[config.mk]
export PLATFORM = sky130hd
export DESIGN_NAME = cnt_chain
export DESIGN_NICKNAME = d
export VERILOG_FILES = /design/src/rtl/cnt_pkg.sv /design/src/rtl/cnt_slice.sv /design/src/rtl/cnt_term_dec.sv /design/src/rtl/cnt_chain.sv
export SDC_FILE = /design/constraint.sdc
export NUM_CORES = 1
export LEC_CHECK = 0
export BUFFER_PORTS_ARGS = -buffer_cell sky130_fd_sc_hd__buf_2
export CAP_MARGIN = 25
export CORE_MARGIN = 2
export CORE_UTILIZATION = 25
export CTS_CLUSTER_DIAMETER = 100
export DETAILED_ROUTE_END_ITERATION = 16
export PLACE_DENSITY = 0.55
export SYNTH_ARGS = -nofsm -noshare
export SYNTH_HDL_FRONTEND = slang
export SYNTH_SLANG_ARGS = --single-unit
export TNS_END_PERCENT = 20
[constraint.sdc]
create_clock -name clk -period 4.7 [get_ports clk]
set_clock_uncertainty 0.15 [all_clocks]
set_input_delay 0.705 -clock clk [delete_from_list [all_inputs] [get_ports clk]]
set_output_delay 0.705 -clock clk [all_outputs]
set_load 0.02 [all_outputs]
[src/rtl/cnt_pkg.sv]
package cnt_pkg;

   localparam int SLICE_W = 4;

   typedef enum logic [1:0] {
      OP_CLEAR = 2'd0,
      OP_LOAD  = 2'd1,
      OP_STEP  = 2'd2,
      OP_HOLD  = 2'd3
   } slice_op_e;

   // priority: clear, then load, then count, else hold
   function automatic slice_op_e pick_op(input logic clr_n,
                                         input logic ld_n,
                                         input logic en_a,
                                         input logic en_b);
      if (!clr_n)           return OP_CLEAR;
      else if (!ld_n)       return OP_LOAD;
      else if (en_a && en_b) return OP_STEP;
      else                  return OP_HOLD;
   endfunction

endpackage

[src/rtl/cnt_slice.sv]
module cnt_slice
   import cnt_pkg::*;
#(
   parameter int SW = SLICE_W
) (
   input  logic          clk,
   input  logic          clr_n,
   input  logic          ld_n,
   input  logic          cnt_en,
   input  logic          chain_in,
   input  logic [SW-1:0] d,
   output logic [SW-1:0] q,
   output logic          carry
);

   localparam logic [SW-1:0] TOP = '1;
   localparam logic [SW-1:0] ONE = SW'(1);

   slice_op_e op;

   if (SW < 1) begin : g_bad_width
      $error("cnt_slice: SW must be at least 1");
   end

   always_comb op = pick_op(clr_n, ld_n, cnt_en, chain_in);

   always_ff @(posedge clk) begin
      unique case (op)
         OP_CLEAR: q <= '0;
         OP_LOAD:  q <= d;
         OP_STEP:  q <= q + ONE;
         default:  q <= q;
      endcase
   end

   // look-ahead carry: only the chain enable gates it
   assign carry = chain_in & (q == TOP);

endmodule

[src/rtl/cnt_term_dec.sv]
module cnt_term_dec #(
   parameter int W = 12
) (
   input  logic [W-1:0] value,
   input  logic [W-1:0] term,
   input  logic         wrap_en,
   input  logic         clr_in_n,
   output logic         clr_out_n
);

   logic match;

   if (W < 1) begin : g_bad_width
      $error("cnt_term_dec: W must be at least 1");
   end

   assign match     = wrap_en & (value == term);
   assign clr_out_n = clr_in_n & ~match;

endmodule

[src/rtl/cnt_chain.sv]
module cnt_chain
   import cnt_pkg::*;
#(
   parameter int STAGES  = 3,
   parameter bit USE_MOD = 1'b1
) (
   input  logic                        clk,
   input  logic                        clr_n,
   input  logic                        ld_n,
   input  logic                        cnt_en,
   input  logic                        chain_en,
   input  logic [STAGES*SLICE_W-1:0]   ld_data,
   input  logic                        wrap_en,
   input  logic [STAGES*SLICE_W-1:0]   term_val,
   output logic [STAGES*SLICE_W-1:0]   count,
   output logic                        tc
);

   localparam int W = STAGES * SLICE_W;

   logic          clr_int_n;
   logic [STAGES:0] chain;

   if (STAGES < 1) begin : g_bad_stages
      $error("cnt_chain: STAGES must be at least 1");
   end

   if (USE_MOD) begin : g_mod
      cnt_term_dec #(.W(W)) u_dec (
         .value     (count),
         .term      (term_val),
         .wrap_en   (wrap_en),
         .clr_in_n  (clr_n),
         .clr_out_n (clr_int_n)
      );
   end else begin : g_no_mod
      assign clr_int_n = clr_n;
   end

   assign chain[0] = chain_en;

   for (genvar i = 0; i < STAGES; i++) begin : g_slice
      cnt_slice #(.SW(SLICE_W)) u_slice (
         .clk      (clk),
         .clr_n    (clr_int_n),
         .ld_n     (ld_n),
         .cnt_en   (cnt_en),
         .chain_in (chain[i]),
         .d        (ld_data[i*SLICE_W +: SLICE_W]),
         .q        (count[i*SLICE_W +: SLICE_W]),
         .carry    (chain[i+1])
      );
   end

   assign tc = chain[STAGES];

endmodule

=== Word level (Yosys, flattened, before mapping) ===
Index checks and enable logic that the tools add are counted.

* Register bits: 12
* Latch bits: 0
* Bits in writable memories: 0
* Bits in read-only memories: 0
* Output and inout port bits: 13
* Word-level logic and storage cells: 43
* Memories kept: 0

* Add/subtract/negate cells: 3
* $mul: 0
* Divide/modulo/power cells: 0
* Magnitude comparators: 0
* Equal/unequal tests: 10
* Shift operators: 0
* Muxes and demuxes: 12
* Bitwise logic cells: 6
* Reductions and logical operators: 9

{| class="wikitable"
|+ Operators with widths
! cell !! count
|-
| $pmux W4 S3 || 3
|-
| $add A4 B1 Y4 const B || 3
|-
| $eq A12 B12 Y1 || 1
|-
| $eq A4 B4 Y1 const B || 3
|-
| $mux W2 || 6
|-
| $reduce_bool A3 Y1 || 3
|-
| $eq A2 B1 Y1 const B || 3
|-
| $eq A2 B2 Y1 const B || 3
|-
| $logic_not A2 Y1 || 3
|-
| $and A1 B1 Y1 || 5
|-
| $logic_and A1 B1 Y1 || 3
|-
| $mux W1 || 3
|-
| $not A1 Y1 || 1
|}

=== Depth between registers and ports, before layout ===
Gate-level depths: netlist of run 1.

* Depth in word-level cells: 9
* Gate-level depth with buffers: 8
* Mapped depth without buffers: 7

=== Cells and area by module ===
Synthesis of run 1 repeated with hierarchy kept, for this count alone.

* Cells, all modules: 83
* Area, all modules: 827.0 um^2

{| class="wikitable"
|+ Modules (own cells, without submodules)
! module !! times used !! cells each !! area an instance (um^2)
|-
| cnt_slice || 3 || 22 || 230.2
|-
| cnt_term_dec || 1 || 17 || 136.4
|}

=== Least setup slack after synthesis of run 1 ===
No wires, ideal clock.

* Kind: input to register
* Start point: input port term_val[10]
* End point: register g_slice[0].u_slice.q[1], data pin
* Setup time: 0.256 ns
* Arrival: 2.269 ns
* Path slack: 2.025 ns
* Stages on the path: 8
* Path buffers: 1
* Path through: xnor2_1 > nand4_1 > or4_4 > buf_6 > and3_1 > ha_1 > a22oi_1 > nor2_1

* Cells in the longest elaborated chain, start to end: 7
* Elaborated cells between the ends (all ways): 9
* Classes of those cells: eq/ne: 3; mux: 2; bitwise: 3; reduce/logical: 1

{| class="wikitable"
|+ Ends and longest elaborated chain
! what !! RTL line !! RTL
|-
| start: declaration || cnt_chain.sv:14 || <nowiki>input logic [STAGES*SLICE_W-1:0] term_val,</nowiki>
|-
| $eq A12 B12 Y1 (*) || cnt_term_dec.sv:17 || <nowiki>assign match = wrap_en & (value == term);</nowiki>
|-
| $and A1 B1 Y1 (*) || cnt_term_dec.sv:17 ||
|-
| $not A1 Y1 (*) || cnt_term_dec.sv:18 || <nowiki>assign clr_out_n = clr_in_n & ~match;</nowiki>
|-
| $and A1 B1 Y1 (*) || cnt_term_dec.sv:18 ||
|-
| $mux W2 (*) || cnt_pkg.sv:17 || <nowiki>if (!clr_n) return OP_CLEAR;</nowiki>
|-
| $eq A2 B2 Y1 (tied with other cells) || cnt_slice.sv:28 || <nowiki>unique case (op)</nowiki>
|-
| $pmux W4 S3 (*) || cnt_slice.sv:28 ||
|-
| end signal: assignment || cnt_slice.sv:31 || <nowiki>OP_STEP: q <= q + ONE;</nowiki>
|-
| end signal: assignment || cnt_slice.sv:32 || <nowiki>default: q <= q;</nowiki>
|-
| end: declaration || cnt_slice.sv:12 || <nowiki>output logic [SW-1:0] q,</nowiki>
|}

Every way passes the cells marked *; elsewhere a longest branch is shown, timed or not.
A chain may end at the register's enable or synchronous reset.

=== Worst setup path in the final report of run 1 ===
* Start point: input port term_val[9]
* End point: register g_slice[0].u_slice.q[1], data pin

The elaborated chain is that of the path after synthesis.

==> run summary, run 1 <==
Status = completed
Initial Utilization = 26.5%
DRC errors left = 0
Slowest Stage Delay on Critical Path = 600 ps
Regs by FF count = g_slice.u_slice.q: 12 flops
CP max FO = 8
Hold WC Path Type = input port to flop
Skew-Pair Late Insertion Delay = 240 ps
Top reg by flops = g_slice.u_slice.q
Total GRT Usage = 12.1%
Post-Synth Simple-Gate Area = 17.4%
PD cells = 252 nW/um^2
Max clock buf depth = 2
Nets = 183
Clk sink count = 12
Clock root buffer = clkbuf_8
Worst slew pin tran = 250 ps
Syn nets = 137
Port Buf Inserts = 42
Worst-path clk slew = 60 ps
Slowest cell on the critical path = or4_4
Yosys warns = 0
Peak VDD IR = 0.104 mV
RSZ-0062 raised after global routing = false
Cell Chain, Critical Path = buf_2 > xnor2_1 > nand4_1 > or4_4 > and3_1 > ha_1 > a22oi_1 > nor2_1
CP Launch Type = input port
Setup bufs post-CTS = 0
Worst Path Arrival = 2540 ps
Post-synthesis adder-cell area fraction = 15.2%
Slew Viols, Final = 0
Avg Vias per Cell = 4.69
Largest net degree at the start of global routing = 9
Hold Buf Count CTS = 0
Max reg flops = 12
Io pins = 43
Mapped Cells = 95
Lkg Pwr = 0.587 nW
Worst setup EP type = flop
Worst EP required = 4550 ps
Die footprint = 4480 sq um
Num CTS Buffers = 3
Dpl hpwl = 2220 um
Syn_area_per_cell = 10.4 sq um
Synth unique cells = 21
Share of layout cells above drive strength 1 = 34.3%
Final setup fails = 0
ANT cells = 0
CTS tree = done
Multiplexer area fraction after synthesis = 0%
Rows = 22
Min Clock Period, post-route = 2690 ps
Setup_tns = 0 ps
Fmax = 371 MHz
Core area = 3740 sq um
Largest family of logic cells by synthesized area = simple AND/OR/NAND/NOR gates
First-pass iteration count of the detailed router = 4
Global-route wire length before repair = 4020 um
Vias in the first global route = 875
Register area share after synthesis = 36.4%
Max-cap violations = 0
Die Height = 67.0 um
DR WL/cell = 14.3 um
Gp weighted congestion = 0.836
Rel. slew slack = 83.4%
Synth Area in Compound Gates = 12.1%
Critical Path Source = term_val[9]
Initial antenna violation count = 0
Endpoints failing hold = 0
Vias = 882
Worst hold slack = 655 ps
#FFs+latches synth = 12
Part of the cycle the worst path needs = 57.3%
CTS HTree Levels = 1
Total gr overflow = 0
Crit Path Class = input port to flop
Post-route ant nets = 0
DRT Wirelength = 2680 um
Cts repair resizes = 0
Post-synthesis xor/xnor area fraction = 16.7%
Worst hold start = ld_data[1]
Chip Width = 67.0 um
Worst r2r src = g_slice[1].u_slice.q[0]
Iter 0 DRT Violations = 9
Mapped cell area = 991 sq um
Layout area overhead = 30.7%
R2r setup slk = 2050 ps
==> per-stage QoR <==
step                total power [W]  utilization, %  instances  cell area, sq um  setup WS, ps
CTS                        0.000330            34.6        188              1290          2030
detailed placement         0.000231            33.4        184              1250          1770
floorplan                  0.000194               -         95               991          2020
finish                     0.000326            34.6        188              1290          2010
global placement           0.000229            33.4        184              1250          1800
global route               0.000344            34.6        188              1290          1890
==> power by group <==
| part | internal (W) | switching (W) |
|---|---|---|
| Combinational | 0.0000404 | 0.0000441 |
| Sequential | 0.000129 | 0.0000142 |
| Clock | 0.0000577 | 0.0000405 |
==> logic make-up after synthesis <==
family                     count (synthesis)
DFF                                       12
xor gates and xnor gates                  18
adders and majority gates                 12
and+or+nand+nor                           33
buffers and inverters                      4
AOI/OAI and AO/OA                         16
==> path summary, 6_finish.rpt <==
kind | end | cells after the start
min | g_slice[0].u_slice.q[1] | 3
max reg2reg | g_slice[0].u_slice.q[1] | 7
max | g_slice[0].u_slice.q[1] | 8
min reg2reg | g_slice[2].u_slice.q[0] | 2
==> worst max-delay path: cells and delay by family <==
family	cells	cell delay (ps)
AO/OA/AOI/OAI	1	190
AND/OR/NAND/NOR	4	1110
buffers and inverters	1	100
XOR/XNOR	1	160
adder cells (fa/ha/maj)	1	280
==> Yosys cell counts <==
master / number / area (sq um)
a21boi_0: 1 / 7.51
a21oi_1: 2 / 10.0
a22oi_1: 9 / 67.6
and3_1: 2 / 12.5
buf_6: 1 / 11.3
edfxtp_1: 12 / 360
ha_1: 12 / 150
inv_1: 3 / 11.3
nand2_1: 4 / 15.0
nand2b_1: 3 / 18.8
nand3_1: 9 / 45.0
nand4_1: 3 / 18.8
nor2_1: 7 / 26.3
nor2b_1: 3 / 18.8
o211a_1: 2 / 20.0
o211ai_1: 2 / 15.0
or2_2: 1 / 6.26
or4_4: 1 / 11.3
xnor2_1: 14 / 123
xnor2_2: 1 / 16.3
xor2_1: 3 / 26.3
==> placed cells by master (no fill, tap or decap), drive strengths merged <==
| cell type | Yosys | layout |
|---|---|---|
| a21boi | 1 | 1 |
| nand4 | 3 | 3 |
| edfxtp | 12 | 12 |
| clkinv | 0 | 1 |
| buf | 1 | 42 |
| nand3 | 9 | 9 |
| nand2b | 3 | 3 |
| or4 | 1 | 1 |
| xnor2 | 15 | 15 |
| a22oi | 9 | 9 |
| inv | 3 | 3 |
| o211a | 2 | 2 |
| or2 | 1 | 1 |
| and3 | 2 | 2 |
| nor2 | 7 | 7 |
| a21oi | 2 | 2 |
| nor2b | 3 | 3 |
| xor2 | 3 | 3 |
| clkbuf | 0 | 3 |
| ha | 12 | 12 |
| nand2 | 4 | 4 |
| o211ai | 2 | 2 |
==> routing by layer <==
layer  vias up  routed length (um)  track usage, %
li1        440                   -               -
met1       413                1250            15.7
met2        27                1260            20.3
met3         2                 149            2.36
met4         0                  14            3.83
met5         -                   0               0
==> area by class of cell <==
cell class | count | area, sq um
fillers | 430 | 2450
clock inverters | 1 | 3.75
well taps | 48 | 60.1
flip-flops and latches | 12 | 360
repair buffers | 42 | 210
clock buffers | 3 | 41.3
inverters | 3 | 11.3
multi-input cells | 79 | 608
Power figures use the tool's default switching activity.
==> run 2: changes to the inputs <==
==> constraint.sdc (replaced) <==
create_clock -name clk -period 2.5 [get_ports clk]
set_clock_uncertainty 0.15 [all_clocks]
set_input_delay 0.375 -clock clk [delete_from_list [all_inputs] [get_ports clk]]
set_output_delay 0.375 -clock clk [all_outputs]
set_load 0.02 [all_outputs]
==> run summary, run 2 (same netlist as run 1, synthesis figures left out) <==
PD cells = 455 nW/um^2 (was 252 nW/um^2)
Peak VDD IR = 0.197 mV (was 0.104 mV)
Nets = 197 (was 183)
Dpl hpwl = 2260 um (was 2220 um)
DRC errors left = 0 (unchanged)
Vias = 931 (was 882)
RSZ-0062 raised after global routing = false (unchanged)
Max-cap violations = 0 (unchanged)
Min Clock Period, post-route = 2360 ps
Clock root buffer = clkbuf_8 (unchanged)
Rel. slew slack = 86.0% (was 83.4%)
Worst Path Arrival = 2210 ps (was 2540 ps)
Utilization after layout = 38.5% (was 34.6%)
Vias in the first global route = 916 (was 875)
Chip Width = 67.0 um (unchanged)
First-pass iteration count of the detailed router = 4 (unchanged)
CP Launch Type = flop (was input port)
Top reg by flops = g_slice.u_slice.q (unchanged)
Global-route wire length before repair = 4300 um (was 4020 um)
Lkg Pwr = 0.650 nW (was 0.587 nW)
CTS tree = done (unchanged)
Commonest non-fill, non-tap cell in the layout = buf_2 (unchanged)
Fmax = 424 MHz
Post-route ant nets = 0 (unchanged)
Layout area overhead = 45.6% (was 30.7%)
Total GRT Usage = 13.3% (was 12.1%)
Largest net degree at the start of global routing = 9 (unchanged)
Clk sink count = 12 (unchanged)
Worst slew pin tran = 210 ps (was 250 ps)
Most frequent cells in the layout = 42 x buf_2, 14 x xnor2_1, 14 x buf_4, 12 x edfxtp_1, 9 x nand3_1 (was 42 x buf_2, 14 x xnor2_1, 12 x ha_1, 12 x edfxtp_1)
CTS HTree Levels = 1 (unchanged)
Iter 0 DRT Violations = 34 (was 9)
Initial Utilization = 26.5% (unchanged)
Slew Viols, Final = 0 (unchanged)
Avg Vias per Cell = 4.61 (was 4.69)
Share of layout cells above drive strength 1 = 46.8% (was 34.3%)
Worst setup EP type = flop (unchanged)
Regs by FF count = g_slice.u_slice.q: 12 flops (unchanged)
Part of the cycle the worst path needs = 94.4%
Hold Buf Count CTS = 0 (unchanged)
Endpoints failing hold = 0 (unchanged)
CP max FO = 4 (was 8)
Worst hold slack = 319 ps (was 655 ps)
Die footprint = 4480 sq um (unchanged)
Total gr overflow = 0 (unchanged)
Max reg flops = 12 (unchanged)
DR WL/cell = 13.7 um (was 14.3 um)
Setup_tns = 0 ps (unchanged)
Gp weighted congestion = 0.832 (was 0.836)
Die Height = 67.0 um (unchanged)
Initial antenna violation count = 0 (unchanged)
Hold WC Path Type = input port to flop (unchanged)
DRT Wirelength = 2770 um (was 2680 um)
Final Power = 0.000657 W (was 0.000326 W)
Worst-path clk slew = 60 ps (about the same)
Core area = 3740 sq um (unchanged)
Status = completed (unchanged)
ANT cells = 0 (unchanged)
Rows = 22 (unchanged)
Skew-Pair Late Insertion Delay = 250 ps (was 240 ps)
Num CTS Buffers = 3 (unchanged)
Worst EP required = 2350 ps (was 4550 ps)
Port Buf Inserts = 42 (unchanged)
Io pins = 43 (unchanged)
Max clock buf depth = 2 (unchanged)
Final setup fails = 0 (unchanged)
Crit Path Class = flop to flop (was input port to flop)
[run 2: changes by cell type in the layout (fill, tap and decap cells not counted), sizes merged]
cell and change:
buf +14
[run 2: final timing paths]
kind / start / to / slack (ps) / cells past startpoint
worst max-delay path: g_slice[0].u_slice.q[0] / g_slice[2].u_slice.q[3] / 140 / 8
worst min-delay path: ld_data[5] / g_slice[1].u_slice.q[1] / 320 / 3
worst max register to register: g_slice[0].u_slice.q[0] / g_slice[2].u_slice.q[3] / 140 / 8
worst min register to register: g_slice[2].u_slice.q[0] / g_slice[2].u_slice.q[0] / 690 / 3
[run 2: repair_timing]
item                       in CTS  in global routing
setup buffers                   0                  4
setup endpoints to repair       0                 10
resized for setup               0                  8
[run 2: power breakdown]
group / internal (W) / switching (W) / total, W
Combinational: 0.000105 / 0.000104 / 0.000210
Clock: 0.000109 / 0.0000831 / 0.000192
Sequential: 0.000242 / 0.0000135 / 0.000255
Total: 0.000456 / 0.000201 / 0.000657
[run 2: worst max-delay path, cell delays in order (launching register included)]
cell,delay [ps]
edfxtp_1,400
buf_4,150
ha_1,190
nand3_1,130
or2_2,350
o211a_1,260
ha_2,230
a22oi_2,170
nor2b_1,70
[run 2: cell type report]
type	count	area, sq um
Clock buffer	3	41.3
Clock inverter	1	3.75
Fill cell	405	2300
Inverter	3	11.3
Multi-Input combinational cell	79	651
Sequential cell	12	360
Tap cell	48	60.1
Timing Repair Buffer	56	315
[run 2: stage by stage]
| stage | setup WS, ps | cell area, sq um | std cells |
|---|---|---|---|
| 6_report | 140 | 1440 | 202 |
| 5_1_grt | 7.89 | 1440 | 202 |
| 4_1_cts | 12.1 | 1380 | 198 |
| 3_5_place_dp | -48.0 | 1330 | 194 |
| 3_3_place_gp | 11.7 | 1330 | 194 |
| 2_1_floorplan | 21.3 | 998 | 95 |
[run 2: layer usage]
layer	vias up	GRT usage, %	part of all wire (%)
met4	0	3.83	0.97
met1	435	17.0	44
met3	2	2.53	6.0
met5	-	0	0
met2	27	22.5	49
li1	467	-	-
==> run 3: changes to the inputs <==
--- a/config.mk
+++ b/config.mk
@@ -11,7 +11,6 @@
 export CORE_UTILIZATION = 25
 export CTS_CLUSTER_DIAMETER = 100
 export DETAILED_ROUTE_END_ITERATION = 16
-export PLACE_DENSITY = 0.55
 export SYNTH_ARGS = -nofsm -noshare
 export SYNTH_HDL_FRONTEND = slang
 export SYNTH_SLANG_ARGS = --single-unit
==> run summary, run 3 (same netlist as run 1, synthesis figures left out) <==
DRT Wirelength = 2830 um (was 2770 um)
Combinational share of power = 32.2% (was 31.9%)
Die footprint = 4480 sq um (unchanged)
Lkg Pwr = 0.662 nW (was 0.650 nW)
CTS HTree Levels = 1 (unchanged)
Worst-path clk slew = 50 ps (was 60 ps)
Status = completed (unchanged)
FILL cells = 405 (unchanged)
Iter 0 DRT Violations = 33 (was 34)
Max reg flops = 12 (unchanged)
Dpl hpwl = 2280 um (was 2260 um)
Endpoints failing hold = 0 (unchanged)
Layer with the highest usage = met2 (unchanged)
DR WL/cell = 14.2 um (was 13.7 um)
Max-cap violations = 0 (unchanged)
CP max FO = 8 (was 4)
Total GRT Usage = 12.8% (was 13.3%)
Slew Viols, Final = 0 (unchanged)
Total gr overflow = 0 (unchanged)
CTS tree = done (unchanged)
Io pins = 43 (unchanged)
Crit Path Class = flop to flop (unchanged)
M1 GR Usage = 16.6% (was 17.0%)
Share of layout cells above drive strength 1 = 46.1% (was 46.8%)
Rel. slew slack = 84.2% (was 86.0%)
Int Power = 0.000453 W (was 0.000456 W)
Switching part of the total power = 29.6% (was 30.6%)
Post-route insts no fill = 200 (was 202)
Chip Width = 67.0 um (unchanged)
Initial antenna violation count = 0 (unchanged)
Post-route ant nets = 0 (unchanged)
First-pass iteration count of the detailed router = 4 (unchanged)
Clock share of power = 27.5% (was 29.2%)
Top reg by flops = g_slice.u_slice.q (unchanged)
Worst EP required = 2330 ps (was 2350 ps)
Commonest non-fill, non-tap cell in the layout = buf_2 (unchanged)
Rows = 22 (unchanged)
Met3 global-route usage = 4.05% (was 2.53%)
Clock root buffer = clkbuf_8 (unchanged)
Worst hold slack = 310 ps (was 319 ps)
Worst setup EP type = flop (unchanged)
Net switching power = 0.000190 W (was 0.000201 W)
Skew-Pair Late Insertion Delay = 240 ps (was 250 ps)
Core area = 3740 sq um (unchanged)
Layout area overhead = 44.8% (was 45.6%)
Avg Vias per Cell = 4.81 (was 4.61)
Area of the multi-input gates = 658 sq um (was 651 sq um)
Fmax = 411 MHz (was 424 MHz)
Worst Path Arrival = 2260 ps (was 2210 ps)
Die Height = 67.0 um (unchanged)
Worst slew pin tran = 236 ps (was 210 ps)
Gp weighted congestion = 0.835 (was 0.832)
Max clock buf depth = 2 (unchanged)
Placed insts = 193 (was 194)
Min Clock Period, post-route = 2430 ps (was 2360 ps)
Num CTS Buffers = 3 (unchanged)
CP Launch Type = flop (unchanged)
Sequential share of power = 40.4% (was 38.8%)
Peak VDD IR = 0.195 mV (was 0.197 mV)
Part of the cycle the worst path needs = 97.2% (was 94.4%)
Hold WC Path Type = input port to flop (unchanged)
Largest net degree at the start of global routing = 9 (unchanged)
ANT cells = 0 (unchanged)
Final setup fails = 0 (unchanged)
Initial Utilization = 26.5% (unchanged)
Vias in the first global route = 973 (was 916)
Nets = 195 (was 197)
Regs by FF count = g_slice.u_slice.q: 12 flops (unchanged)
PD cells = 449 nW/um^2 (was 455 nW/um^2)
Clk sink count = 12 (unchanged)
DRC errors left = 0 (unchanged)
Port Buf Inserts = 42 (unchanged)
Most frequent cells in the layout = 42 x buf_2, 12 x edfxtp_1, 12 x buf_4, 10 x xnor2_1, 9 x nand3_1 (was 42 x buf_2, 14 x xnor2_1, 14 x buf_4, 12 x edfxtp_1, 9 x nand3_1)
Vias = 962 (was 931)
Met2 Use GR = 19.5% (was 22.5%)
Global-route wire length before repair = 4260 um (was 4300 um)
Register area = 360 sq um (unchanged)
[run 3: cell count changes in the layout (fill, tap and decap cells not counted), sizes merged]
cell / before / now
buf: 56 / 54
[run 3: final cells by class]
type | count | share of cell area [%]
sequential | 12 | 25.1
clock buffer | 3 | 2.88
inverter | 3 | 0.785
clock inverter | 1 | 0.262
timing repair buffer | 54 | 20.9
multi-input combinational | 79 | 45.9
tap | 48 | 4.18
[run 3: power groups by stage]
stage          registers (W)  clock network (W)   logic, W
2_1_floorplan       0.000288                  0  0.0000787
3_3_place_gp        0.000262                  0   0.000189
5_1_grt             0.000262           0.000192   0.000224
6_report            0.000260           0.000177   0.000207
4_1_cts             0.000259           0.000180   0.000192
3_5_place_dp        0.000263                  0   0.000190
[run 3: per-layer routing]
layer	up-vias	part of all wire (%)
li1	464	-
met4	0	1.3
met5	-	0
met3	4	8.4
met2	41	47
met1	453	43
[run 3: critical path, cell delays in order (launching register included)]
cell	delay (ps)
edfxtp_1	420
xnor2_2	220
nand4_1	110
or4_4	580
and3_4	240
ha_1	310
a21boi_0	140
[run 3: repair_timing]
action,CTS,global route
hold endpoints to repair,0,0
hold buffers,0,0
endpoints found under the setup margin,0,20
resized for setup,0,8
buffers inserted,0,3
[run 3: path summary, 6_finish.rpt]
kind                                         startpoint                      end  slack [ps]  depth (start not counted)
worst min-delay path                         ld_data[1]  g_slice[0].u_slice.q[1]         310                          3
worst min register to register  g_slice[0].u_slice.q[1]  g_slice[0].u_slice.q[1]         670                          3
worst max register to register  g_slice[1].u_slice.q[3]  g_slice[2].u_slice.q[0]          70                          6
worst max-delay path            g_slice[1].u_slice.q[3]  g_slice[2].u_slice.q[0]          70                          6
[run 3: per-stage QoR]
stage | power (W) | worst slack (ps) | utilization [%] | instance area [sq um] | setup TNS, ps
after floorplan | 0.000366 | 21.3 | - | 998 | 0
after global placement | 0.000451 | -12.0 | 35.4 | 1330 | -22.8
after detailed placement | 0.000453 | -59.1 | 35.4 | 1330 | -286
after CTS | 0.000630 | 0.295 | 36.6 | 1370 | 0
after global routing | 0.000679 | -9.52 | 38.3 | 1440 | -9.52
final | 0.000644 | 69.8 | 38.3 | 1440 | 0
